**config.mk**
```make
export PLATFORM = sky130hd
export DESIGN_NAME = cal_rtc
export DESIGN_NICKNAME = d
export VERILOG_FILES = /design/src/rtl/cal_rtc_pkg.sv /design/src/rtl/cal_rtc_prescale.sv /design/src/rtl/cal_rtc_calendar.sv /design/src/rtl/cal_rtc_alarm.sv /design/src/rtl/cal_rtc.sv
export SDC_FILE = /design/constraint.sdc
export NUM_CORES = 1
export LEC_CHECK = 0
export BUFFER_PORTS_ARGS = -buffer_cell sky130_fd_sc_hd__buf_2
export CORE_AREA = 2 2 171 173
export CTS_BUF_LIST = sky130_fd_sc_hd__clkbuf_4
export DETAILED_ROUTE_END_ITERATION = 8
export DIE_AREA = 0 0 173 175
export MAX_ROUTING_LAYER = met4
export SYNTH_ARGS = -nofsm -noshare
export SYNTH_HDL_FRONTEND = slang
export SYNTH_SLANG_ARGS = --single-unit
```
**constraint.sdc**
```tcl
create_clock -name clk -period 8 [get_ports clk]
set_clock_uncertainty 0.05 [all_clocks]
set_input_delay 1.6 -clock clk [delete_from_list [all_inputs] [get_ports clk]]
set_output_delay 1.6 -clock clk [all_outputs]
set_load 0.02 [all_outputs]
```
**src/rtl/cal_rtc_pkg.sv**
```systemverilog
package cal_rtc_pkg;

  localparam logic [3:0] A_SEC   = 4'd0;
  localparam logic [3:0] A_MIN   = 4'd1;
  localparam logic [3:0] A_HOUR  = 4'd2;
  localparam logic [3:0] A_WDAY  = 4'd3;
  localparam logic [3:0] A_DATE  = 4'd4;
  localparam logic [3:0] A_MON   = 4'd5;
  localparam logic [3:0] A_YEAR  = 4'd6;
  localparam logic [3:0] A_ASEC  = 4'd7;
  localparam logic [3:0] A_AMIN  = 4'd8;
  localparam logic [3:0] A_AHOUR = 4'd9;
  localparam logic [3:0] A_AWDAY = 4'd10;
  localparam logic [3:0] A_ADATE = 4'd11;
  localparam logic [3:0] A_MASK  = 4'd12;
  localparam logic [3:0] A_TRIM  = 4'd13;
  localparam logic [3:0] A_CTRL  = 4'd14;

  localparam int unsigned M_SEC  = 0;
  localparam int unsigned M_MIN  = 1;
  localparam int unsigned M_HOUR = 2;
  localparam int unsigned M_WDAY = 3;
  localparam int unsigned M_DATE = 4;
  localparam int unsigned MASK_W = 5;

  typedef struct packed {
    logic [6:0] year;
    logic [3:0] mon;
    logic [4:0] date;
    logic [2:0] wday;
    logic [4:0] hour;
    logic [5:0] min;
    logic [5:0] sec;
  } cal_time_t;

  typedef struct packed {
    logic [4:0] date;
    logic [2:0] wday;
    logic [4:0] hour;
    logic [5:0] min;
    logic [5:0] sec;
  } alarm_set_t;

  function automatic logic [4:0] month_days(input logic [3:0] mon, input logic [6:0] year);
    case (mon)
      4'd2:                      return (year[1:0] == 2'b00) ? 5'd29 : 5'd28;
      4'd4, 4'd6, 4'd9, 4'd11:   return 5'd30;
      default:                   return 5'd31;
    endcase
  endfunction

endpackage

```
**src/rtl/cal_rtc_prescale.sv**
```systemverilog
module cal_rtc_prescale #(
  parameter int unsigned DIV_COUNT = 32768,
  parameter int unsigned TRIM_W    = 8
) (
  input  logic                     clk,
  input  logic                     rst_n,
  input  logic                     tick_en,
  input  logic                     restart,
  input  logic                     trim_now,
  input  logic signed [TRIM_W-1:0] trim,
  output logic                     sec_pulse
);
  localparam int unsigned TRIM_MAX = 1 << (TRIM_W - 1);
  localparam int unsigned CNT_W    = $clog2(DIV_COUNT + TRIM_MAX + 1);
  localparam int unsigned SPN_W    = CNT_W + 2;
  localparam logic signed [SPN_W-1:0] ONE_S = 1;

  logic [CNT_W-1:0]        cnt_q, cnt_d;
  logic signed [SPN_W-1:0] span, last, cnt_s;
  logic                    end_hit;

  always_comb begin
    span    = $signed(SPN_W'(DIV_COUNT)) + (trim_now ? SPN_W'(trim) : ONE_S - ONE_S);
    last    = span - ONE_S;
    cnt_s   = $signed({2'b00, cnt_q});
    end_hit = (cnt_s >= last);
    sec_pulse = tick_en & ~restart & end_hit;
    cnt_d = cnt_q;
    if (restart)      cnt_d = '0;
    else if (tick_en) cnt_d = end_hit ? '0 : cnt_q + 1'b1;
  end

  always_ff @(posedge clk or negedge rst_n) begin
    if (!rst_n) cnt_q <= '0;
    else        cnt_q <= cnt_d;
  end
endmodule

```
**src/rtl/cal_rtc_calendar.sv**
```systemverilog
module cal_rtc_calendar
  import cal_rtc_pkg::*;
(
  input  logic       clk,
  input  logic       rst_n,
  input  logic       adv,
  input  logic       wr_en,
  input  logic [3:0] wr_addr,
  input  logic [7:0] wr_data,
  output cal_time_t  now_q,
  output cal_time_t  now_d
);
  always_comb begin
    now_d = now_q;
    if (wr_en && (wr_addr <= A_YEAR)) begin
      case (wr_addr)
        A_SEC:   now_d.sec  = wr_data[5:0];
        A_MIN:   now_d.min  = wr_data[5:0];
        A_HOUR:  now_d.hour = wr_data[4:0];
        A_WDAY:  now_d.wday = wr_data[2:0];
        A_DATE:  now_d.date = wr_data[4:0];
        A_MON:   now_d.mon  = wr_data[3:0];
        default: now_d.year = wr_data[6:0];
      endcase
    end else if (adv) begin
      if (now_q.sec != 6'd59) now_d.sec = now_q.sec + 6'd1;
      else begin
        now_d.sec = '0;
        if (now_q.min != 6'd59) now_d.min = now_q.min + 6'd1;
        else begin
          now_d.min = '0;
          if (now_q.hour != 5'd23) now_d.hour = now_q.hour + 5'd1;
          else begin
            now_d.hour = '0;
            now_d.wday = (now_q.wday == 3'd6) ? 3'd0 : now_q.wday + 3'd1;
            if (now_q.date != month_days(now_q.mon, now_q.year)) now_d.date = now_q.date + 5'd1;
            else begin
              now_d.date = 5'd1;
              if (now_q.mon != 4'd12) now_d.mon = now_q.mon + 4'd1;
              else begin
                now_d.mon  = 4'd1;
                now_d.year = (now_q.year == 7'd99) ? 7'd0 : now_q.year + 7'd1;
              end
            end
          end
        end
      end
    end
  end

  always_ff @(posedge clk or negedge rst_n) begin
    if (!rst_n) begin
      now_q <= '{year: 7'd0, mon: 4'd1, date: 5'd1, wday: 3'd0, hour: 5'd0, min: 6'd0, sec: 6'd0};
    end else begin
      now_q <= now_d;
    end
  end
endmodule

```
**src/rtl/cal_rtc_alarm.sv**
```systemverilog
module cal_rtc_alarm
  import cal_rtc_pkg::*;
(
  input  logic              clk,
  input  logic              rst_n,
  input  logic              adv,
  input  cal_time_t         cand,
  input  alarm_set_t        target,
  input  logic [MASK_W-1:0] mask,
  input  logic              clr,
  output logic              flag_q
);
  logic [MASK_W-1:0] eq;
  logic              match, flag_d;

  always_comb begin
    eq[M_SEC]  = (cand.sec  == target.sec);
    eq[M_MIN]  = (cand.min  == target.min);
    eq[M_HOUR] = (cand.hour == target.hour);
    eq[M_WDAY] = (cand.wday == target.wday);
    eq[M_DATE] = (cand.date == target.date);
    match  = (mask != '0) && ((eq | ~mask) == '1);
    flag_d = flag_q;
    if (adv && match) flag_d = 1'b1;
    else if (clr)     flag_d = 1'b0;
  end

  always_ff @(posedge clk or negedge rst_n) begin
    if (!rst_n) flag_q <= 1'b0;
    else        flag_q <= flag_d;
  end
endmodule

```
**src/rtl/cal_rtc.sv**
```systemverilog
module cal_rtc
  import cal_rtc_pkg::*;
#(
  parameter int unsigned DIV_COUNT = 32768,
  parameter int unsigned TRIM_W    = 8,
  parameter int unsigned ADDR_W    = 4,
  parameter int unsigned DATA_W    = 8
) (
  input  logic              clk,
  input  logic              rst_n,
  input  logic              tick_en,
  input  logic              wr_en,
  input  logic              rd_en,
  input  logic [ADDR_W-1:0] addr,
  input  logic [DATA_W-1:0] wr_data,
  output logic [DATA_W-1:0] rd_data,
  output logic              irq,
  output logic              alarm_pin
);
  cal_time_t              now_q, now_d, hold_q, hold_d;
  alarm_set_t             alm_q, alm_d;
  logic [MASK_W-1:0]      mask_q, mask_d;
  logic signed [TRIM_W-1:0] trim_q, trim_d;
  logic                   irq_en_q, irq_en_d, pin_en_q, pin_en_d;
  logic [DATA_W-1:0]      rd_q, rd_d;
  logic [3:0]             reg_a;
  logic                   time_write, sec_write, sec_pulse, adv, flag_clr, alarm_flag;

  assign reg_a      = 4'(addr);
  assign time_write = wr_en && (reg_a <= A_YEAR);
  assign sec_write  = wr_en && (reg_a == A_SEC);
  assign adv        = sec_pulse && !time_write;

  cal_rtc_prescale #(.DIV_COUNT(DIV_COUNT), .TRIM_W(TRIM_W)) u_pre (
    .clk(clk), .rst_n(rst_n), .tick_en(tick_en), .restart(sec_write),
    .trim_now(now_q.sec == 6'd0), .trim(trim_q), .sec_pulse(sec_pulse));

  cal_rtc_calendar u_cal (
    .clk(clk), .rst_n(rst_n), .adv(adv), .wr_en(wr_en), .wr_addr(reg_a),
    .wr_data(wr_data[7:0]), .now_q(now_q), .now_d(now_d));

  cal_rtc_alarm u_alm (
    .clk(clk), .rst_n(rst_n), .adv(adv), .cand(now_d), .target(alm_q),
    .mask(mask_q), .clr(flag_clr), .flag_q(alarm_flag));

  always_comb begin
    alm_d    = alm_q;
    mask_d   = mask_q;
    trim_d   = trim_q;
    irq_en_d = irq_en_q;
    pin_en_d = pin_en_q;
    flag_clr = 1'b0;
    if (wr_en) begin
      case (reg_a)
        A_ASEC:  alm_d.sec  = wr_data[5:0];
        A_AMIN:  alm_d.min  = wr_data[5:0];
        A_AHOUR: alm_d.hour = wr_data[4:0];
        A_AWDAY: alm_d.wday = wr_data[2:0];
        A_ADATE: alm_d.date = wr_data[4:0];
        A_MASK:  mask_d     = wr_data[MASK_W-1:0];
        A_TRIM:  trim_d     = $signed(wr_data[TRIM_W-1:0]);
        A_CTRL: begin
          flag_clr = wr_data[0];
          irq_en_d = wr_data[1];
          pin_en_d = wr_data[2];
        end
        default: ;
      endcase
    end
    hold_d = hold_q;
    rd_d   = rd_q;
    if (rd_en) begin
      case (reg_a)
        A_SEC: begin
          rd_d   = DATA_W'(now_q.sec);
          hold_d = now_q;
        end
        A_MIN:   rd_d = DATA_W'(hold_q.min);
        A_HOUR:  rd_d = DATA_W'(hold_q.hour);
        A_WDAY:  rd_d = DATA_W'(hold_q.wday);
        A_DATE:  rd_d = DATA_W'(hold_q.date);
        A_MON:   rd_d = DATA_W'(hold_q.mon);
        A_YEAR:  rd_d = DATA_W'(hold_q.year);
        A_ASEC:  rd_d = DATA_W'(alm_q.sec);
        A_AMIN:  rd_d = DATA_W'(alm_q.min);
        A_AHOUR: rd_d = DATA_W'(alm_q.hour);
        A_AWDAY: rd_d = DATA_W'(alm_q.wday);
        A_ADATE: rd_d = DATA_W'(alm_q.date);
        A_MASK:  rd_d = DATA_W'(mask_q);
        A_TRIM:  rd_d = DATA_W'($unsigned(trim_q));
        A_CTRL:  rd_d = DATA_W'({pin_en_q, irq_en_q, alarm_flag});
        default: rd_d = '0;
      endcase
    end
  end

  always_ff @(posedge clk or negedge rst_n) begin
    if (!rst_n) begin
      alm_q    <= '0;
      mask_q   <= '0;
      trim_q   <= '0;
      irq_en_q <= 1'b0;
      pin_en_q <= 1'b0;
      hold_q   <= '0;
      rd_q     <= '0;
    end else begin
      alm_q    <= alm_d;
      mask_q   <= mask_d;
      trim_q   <= trim_d;
      irq_en_q <= irq_en_d;
      pin_en_q <= pin_en_d;
      hold_q   <= hold_d;
      rd_q     <= rd_d;
    end
  end

  assign rd_data   = rd_q;
  assign irq       = alarm_flag & irq_en_q;
  assign alarm_pin = alarm_flag & pin_en_q;
endmodule

```
==> results of run 1 <==
-- where the power goes --
group / switching, W / total, W / internal [W] / leakage, nW
Clock: 0.000287 / 0.000511 / 0.000224 / 0.159
Combinational: 0.000287 / 0.000523 / 0.000236 / 1.95
Sequential: 0.000183 / 0.000969 / 0.000786 / 1.65
-- per-stage QoR --
step                      std cells  worst slack (ns)  power [W]  hold slack [ns]  util (%)
after floorplan                 924              3.33    0.00129            0.399         -
after global placement         1291              2.82    0.00148            0.439      31.1
after detailed placement       1291              2.76    0.00149            0.440      31.1
after CTS                      1323              2.75    0.00200            0.463      32.1
after global routing           1326              2.27    0.00212            0.503      32.2
final                          1326              2.68    0.00200            0.451      32.2
-- logic make-up after synthesis --
group | share of synthesized area [%]
and+or+nand+nor | 19.6
xor gates and xnor gates | 2.09
AOI/OAI and AO/OA | 20.6
muxes | 9.73
DFF | 39.1
buffers and inverters | 4.43
adders and majority gates | 4.48
-- flip-flops by register name, summed over array words and instances, names as in the netlist --
| signal | cells |
|---|---|
| u_cal.now_q | 36 |
| hold_q | 30 |
| alm_q | 25 |
| u_pre.cnt_q | 16 |
| rd_data | 8 |
| trim_q | 8 |
| mask_q | 5 |
| irq_en_q | 1 |
| pin_en_q | 1 |
| u_alm.flag_q | 1 |
-- synth_stat cells (all sizes together) (3+ instances only) --
library cell,count
nor2b,10
o21a,3
a211oi,15
or4,6
o221a,3
a31oi,11
dfrtp,129
nor4b,3
o41a,3
and2,15
nand2b,14
nor2,76
o22ai,10
mux2i,14
nand3,33
o31ai,7
nand4,11
a22o,5
inv,35
a211o,3
nand3b,4
ha,30
a22oi,8
a221oi,7
or3,4
o21ai,87
xor2,12
buf,11
nor3b,10
nor3,18
a311oi,3
nand2,89
and3,16
o32ai,5
o211ai,6
o31a,5
nor4,11
a21oi,48
clkbuf,39
o2111ai,3
a32oi,5
xnor2,8
mux2,58
-- critical path: cells and delay by family, from the launching register on --
family,cells,cell delay [ns]
AO/OA/AOI/OAI,10,2.44
AND/OR/NAND/NOR,4,1.37
flip-flops,1,0.51
buffers and inverters,1,0.24
adder cells (fa/ha/maj),2,0.58
-- worst max path at each step --
stage                         from           end  slack (ns)  depth (start not counted)
global placement           addr[0]  u_alm.flag_q        2.82                         11
CTS                 u_cal.now_q[3]  u_alm.flag_q        2.75                         17
global route        u_cal.now_q[3]  u_alm.flag_q        2.27                         17
detailed placement         addr[0]  u_alm.flag_q        2.76                         11
floorplan           u_cal.now_q[3]  u_alm.flag_q        3.33                         19
finish              u_cal.now_q[3]  u_alm.flag_q        2.68                         17
-- metal layers --
metal	global-route usage, %	routed length [um]	up-vias
met5	-	0	-
met4	6.78	780	0
met3	3.31	2270	63
met2	28.2	12100	359
met1	26.1	12300	3653
li1	-	-	3440
-- final cells by class --
cell class | count | area share [%]
timing repair buffer | 34 | 2.15
tap | 384 | 5.26
inverter | 35 | 1.44
clock inverter | 14 | 1.93
sequential | 131 | 35.9
multi-input combinational | 708 | 51.8
clock buffer | 18 | 1.48
antenna | 2 | 0.0548
==> results by group, run 1 <==
Cells and area
  – Most common cell after layout, fill and taps aside: dfrtp_1
  – Fin area: 0.00914 mm^2
  – Multi-input gate area: 0.00473 mm^2
  – Area Overhead vs Synth: 9.03%
  – Layout filler cell count: 3,015
  – Share of cells above drive strength 1: 15.6%
  – Most frequent cells in the layout: dfrtp_1 (129), nand2_1 (89), o21ai_0 (85)
  – Layout net count: 974
  – FF+latch area: about 0.0033 mm^2

GRT
  – Global-route wire length before repair: 43.2 mm
  – GRT Overall Usage: 19.0%
  – Vias in the first global route: 7,214
  – Grt total ovfl: 0
  – Maximum number of pins on one net before global-route repair: 79
  – Initial antenna violation count: 2

Setup path
  – FF-to-FF End: u_alm.flag_q
  – Reg2Reg Depth: 17
  – CP Capture Type: flip-flop
  – RR Startpoint: u_cal.now_q[3]
  – Crit Path Max Fanout: 22
  – Critical path class: flip-flop to flip-flop
  – Register-to-register setup slack: 2.68 ns
  – Req. time, crit path: 8.44 ns
  – Crit-path cells: nor4_1 -> and2_1 -> nand2_1 -> ha_1 -> o21ai_0 -> a21oi_1 -> ha_1 -> a41oi_1 -> o21ai_0 -> a21boi_1 -> buf_4 -> a22oi_1 -> o21ai_0 -> a221o_2 -> or4_1 -> a211o_1 -> o41ai_2
  – Most common cell type on the critical path: o21ai_0
  – Startpoint Class: flip-flop
  – Critical Path AT: 5.75 ns
  – Slowest CP cell: dfrtp_1
  – Critical Path Max Stage Delay: 0.51 ns

Drt
  – Via-to-Cell Ratio: 5.67
  – DRC Markers: 0
  – Routed Wire Length: 27.5 mm
  – Routed wire per std cell: 20.7 um
  – DR pass1 iterations: 8
  – Vias: roughly 7,500
  – DRT iter0 DRCs: 734
  – DRT antenna net count: 0

Timing
  – Worst Tran Pin Value: approximately 1.1 ns
  – Slew Limit Fails: 0
  – RSZ-0062 raised after global routing: no
  – Fin. Hold Viols: 0
  – Post-layout minimum cycle time: 5.32 ns
  – Setup_tns: 0 ns
  – Rel. slew slack: 25.7%
  – Final setup vio count: 0
  – F_max: 188 MHz
  – Final period util: about two thirds

Floorplanning
  – Ports: 27
  – Starting Density: 29.5%
  – Num rows: 62
  – Die footprint: 0.0303 mm^2
  – Core Area: 0.0284 mm^2
  – Die Ht: 175 um
  – Chip Width: 173 um

Synth
  – Post-synth top area share: approximately 39%
  – Synth cell types: 80
  – Top area cells in the synthesized netlist: dfrtp_1 (39%), mux2_2 (7.8%), o21ai_0 (5.1%), ha_1 (4.5%), nand2_1 (4.0%)
  – Top_reg_cell synth: dfrtp_1
  – Post-synthesis cell count: 924
  – Mapped cell area: ~0.0084 mm^2
  – Sequential share of the synthesized area: 39.1%
  – Cell taking the most area after synthesis: dfrtp_1
  – Synthesized Nets: 971
  – Seq cells post-synth: 131
  – Yosys warns: 0
  – Post-synth ARST share: 100%
  – Number of flops mapped to enable cells by yosys: 0
  – Syn_area_per_cell: 9.07 um^2

Clocking
  – Worst-case clock buffer depth: 2
  – Post-CTS setup buffer count: 0
  – Total CTS buffers: 17
  – Num Clock Sinks: 131
  – CTS tree: built
  – Clock Pin Slew Worst Setup and Hold Paths: 0.14 ns
  – Skew-Pair Late Insertion Delay: roughly 0.59 ns
  – Post_cts resized: 0
  – Root buf cell: clkbuf_4
  – # H-tree levels: 4
  – Hold buffer count at cts: 0

Place
  – Dpl hpwl: 19.9 mm
  – Port Buffers: 26
  – Placed inst area: a little under 0.009 mm^2
  – GPL Wtd Cong: 0.945

Job
  – Max cap viols: 0

Min path
  – Hold endpoint: u_pre.cnt_q[15]
  – Hold depth: 1
  – Hold path startpoint: u_pre.cnt_q[15]
  – Min-delay worst type: flip-flop to flip-flop

Power and ir drop
  – Power per cell area: 219 mW/mm^2
  – Peak supply drop: 81.4 uV
  – LEAKAGE: around 3.8 nW

Run status
  – Status: complete, no violations
Note: power is estimated with default switching activity, not from simulation.
==> run 2, diff against run 1 <==
==> constraint.sdc (replaced) <==
create_clock -name clk -period 4.8 [get_ports clk]
set_clock_uncertainty 0.05 [all_clocks]
set_input_delay 0.96 -clock clk [delete_from_list [all_inputs] [get_ports clk]]
set_output_delay 0.96 -clock clk [all_outputs]
set_load 0.02 [all_outputs]
==> run 2 against run 1 <==
Non-clock buffer count increased by 67. Fmax up 15%. Largest cell class unchanged. Critical endpoint unchanged. Register-to-register slack lost 2.5 ns. Die area is the same. Core utilization rose by 2.2 points.
==> results by group, run 2 (synthesized netlist as in run 1, its figures left out) <==
Run status
  – Status: complete, no violations

Place
  – Port Buffers: 26 (unchanged)
  – Dpl hpwl: 20.9 mm (+5.0%)
  – GPL Wtd Cong: 0.962 (+1.8%)
  – Dpl ws: -0.258 ns (-3.02 ns)

Setup path
  – Critical path class: flip-flop to flip-flop
  – Slowest CP cell: or4_2
  – Critical Path Source: u_cal.now_q[2]
  – Levels on crit path: 18 (+1)
  – CP endpoint: u_alm.flag_q
  – FF-to-FF End: u_alm.flag_q
  – Crit Path Max Fanout: 4 (-82%)
  – CP Capture Type: flip-flop
  – Req. time, crit path: 5.26 ns (-3.18 ns)
  – Buf/Inv on CP: 3 (+2)
  – Top delay family on crit path: compound AO/OA/AOI/OAI gates
  – Critical Path AT: 5.08 ns (-0.67 ns)
  – Register-to-register setup slack: 0.17 ns (-2.51 ns)
  – Startpoint Class: flip-flop
  – Crit-path cells: nor4_2 -> and2_4 -> nand2_1 -> ha_1 -> inv_1 -> ha_1 -> a211oi_1 -> o21ai_1 -> a22oi_2 -> a21boi_4 -> buf_4 -> nor3_2 -> buf_4 -> and4b_1 -> or4_2 -> a32o_1 -> a211o_1 -> o41ai_2
  – RR Startpoint: u_cal.now_q[2]
  – Critical Path Max Stage Delay: 0.55 ns (+0.04 ns)
  – Reg2Reg Depth: 18 (+1)

Clocking
  – Hold buffer count at cts: 0 (unchanged)
  – Total CTS buffers: 17 (unchanged)
  – Root buf cell: clkbuf_4
  – CTS tree: built
  – Num Clock Sinks: 131 (unchanged)
  – Skew-Pair Late Insertion Delay: 0.61 ns (+0.02 ns)
  – # H-tree levels: 4 (unchanged)
  – Clock Pin Slew Worst Setup and Hold Paths: 0.17 ns (+0.03 ns)
  – Worst-case clock buffer depth: 2 (unchanged)

Floorplanning
  – Starting Density: 29.5% (unchanged)
  – Num rows: 62 (unchanged)
  – Die Ht: 175 um (unchanged)
  – Ports: 27 (unchanged)
  – Core Area: 0.0284 mm^2 (unchanged)
  – Chip Width: 173 um (unchanged)
  – Die footprint: 0.0303 mm^2 (unchanged)

GRT
  – Initial antenna violation count: 3 (+1)
  – Global-route wire length before repair: 43.6 mm (+0.98%)
  – GRT Overall Usage: 19.2% (+0.18 points)
  – Grt total ovfl: 0 (unchanged)
  – Maximum number of pins on one net before global-route repair: 73 (-7.6%)
  – Vias in the first global route: 7,237 (+0.32%)

Timing
  – Fin. Hold Viols: 0 (unchanged)
  – Hold_ws: 0.314 ns (-0.137 ns)
  – Worst Tran Pin Value: 1.17 ns (+0.0680 ns)
  – Final period util: 96.4% (+30 points)
  – RSZ-0062 raised after global routing: no
  – Setup ws final: 0.173 ns (-2.51 ns)
  – Final setup vio count: 0 (unchanged)
  – Rel. slew slack: 21.9% (-3.9 points)
  – Setup_tns: 0 ns (unchanged)
  – F_max: 216 MHz (+15%)
  – Slew Limit Fails: 0 (unchanged)
  – Post-layout minimum cycle time: 4.63 ns (-0.688 ns)

Drt
  – Routed wire per std cell: 20.4 um (-1.5%)
  – Via-to-Cell Ratio: 5.65 (-0.31%)
  – DRT antenna net count: 0 (unchanged)
  – DR pass1 iterations: 8 (unchanged)
  – DRT iter0 DRCs: 1,015 (+38%)
  – DRC Markers: 0 (unchanged)
  – Vias: 7,876 (+4.8%)
  – Routed Wire Length: 28.5 mm (+3.6%)

Min path
  – Min-delay worst type: input port to async pin

Cells and area
  – Layout net count: 1,042 (+7.0%)
  – FF+latch area: 0.00328 mm^2 (unchanged)
  – Most frequent cells in the layout: dfrtp_1 (129), nand2_1 (88), o21ai_0 (80)
  – Most common cell after layout, fill and taps aside: dfrtp_1
  – Most flop-heavy register: u_cal.now_q
  – Share of cells above drive strength 1: 23.5% (+7.9 points)
  – Top Registers: u_cal.now_q x36, hold_q x30, alm_q x25
  – Layout filler cell count: 2,969 (-1.5%)
  – Max FFs per register: 36 (unchanged)
  – Area Overhead vs Synth: 16.5%
  – Multi-input gate area: 0.00485 mm^2 (+2.5%)

Job
  – Max cap viols: 0 (unchanged)

Power and ir drop
  – LEAKAGE: 4.13 nW (+9.9%)
  – Power per cell area: 348 mW/mm^2 (+59%)
  – Total Power: 0.00340 W (+70%)
  – Peak supply drop: 138 uV (+69%)
[run 2: changes by cell type in the layout (fill, tap and decap cells not counted), moves of 2 or more]
cell	before	now
clkinvlp_4	3	1
o21ai_2	0	2
o21ai_1	2	5
clkinv_8	0	5
a21oi_1	47	44
nor3_1	18	16
and2_1	15	13
a21oi_2	1	4
inv_8	1	4
buf_4	8	74
bufinv_16	3	0
o21ai_0	85	80
[run 2: area by class of cell]
class | instances | share of cell area, %
clock buffer | 17 | 1.31
tap | 384 | 4.92
antenna | 2 | 0.0512
clock inverter | 15 | 1.82
multi-input combinational | 709 | 49.7
inverter | 35 | 1.35
timing repair buffer | 101 | 7.29
sequential | 131 | 33.6
[run 2: worst register-to-register path: cells and delay by family, from the launching register on]
family / cells / cell delay (ns)
flops: 1 / 0.41
buf+inv: 3 / 0.34
simple gates: 6 / 1.42
compound gates: 7 / 1.77
fa+ha+maj: 2 / 0.56
[run 2: where the power goes]
group / switching, W / internal (W) / leakage [nW] / total [W]
combinational: 0.000550 / 0.000475 / 2.32 / 0.00102
clock: 0.000557 / 0.000246 / 0.160 / 0.000803
sequential: 0.000259 / 0.00131 / 1.65 / 0.00157
[run 2: worst min-delay path by stage]
stage | from | to | slack, ns
final | rst_n | hold_q[18] | 0.31
after floorplan | hold_q[22] | hold_q[22] | 0.40
after global placement | hold_q[22] | hold_q[22] | 0.41
after detailed placement | hold_q[22] | hold_q[22] | 0.43
after CTS | rst_n | hold_q[18] | 0.31
after global routing | rst_n | hold_q[18] | 0.33
[run 2: per-stage QoR]
stage	instances	utilization, %	cell area [um^2]
2_1_floorplan	924	-	8380
3_3_place_gp	1355	32.7	9300
3_5_place_dp	1355	32.7	9300
4_1_cts	1388	33.9	9640
5_1_grt	1394	34.4	9770
6_report	1394	34.4	9770
[run 2: layer usage]
metal / global-route usage (%) / share of wire, %
met5: - / 0
met4: 6.32 / 3.0
met3: 4.16 / 8.2
met2: 28.6 / 44
met1: 26.0 / 44
[run 2: repair_timing]
action | CTS | global route
setup endpoints to repair | 1 | 1
pin swaps | 0 | 7
setup buffers | 1 | 3
cloned | 0 | 1
gates resized for setup | 8 | 25
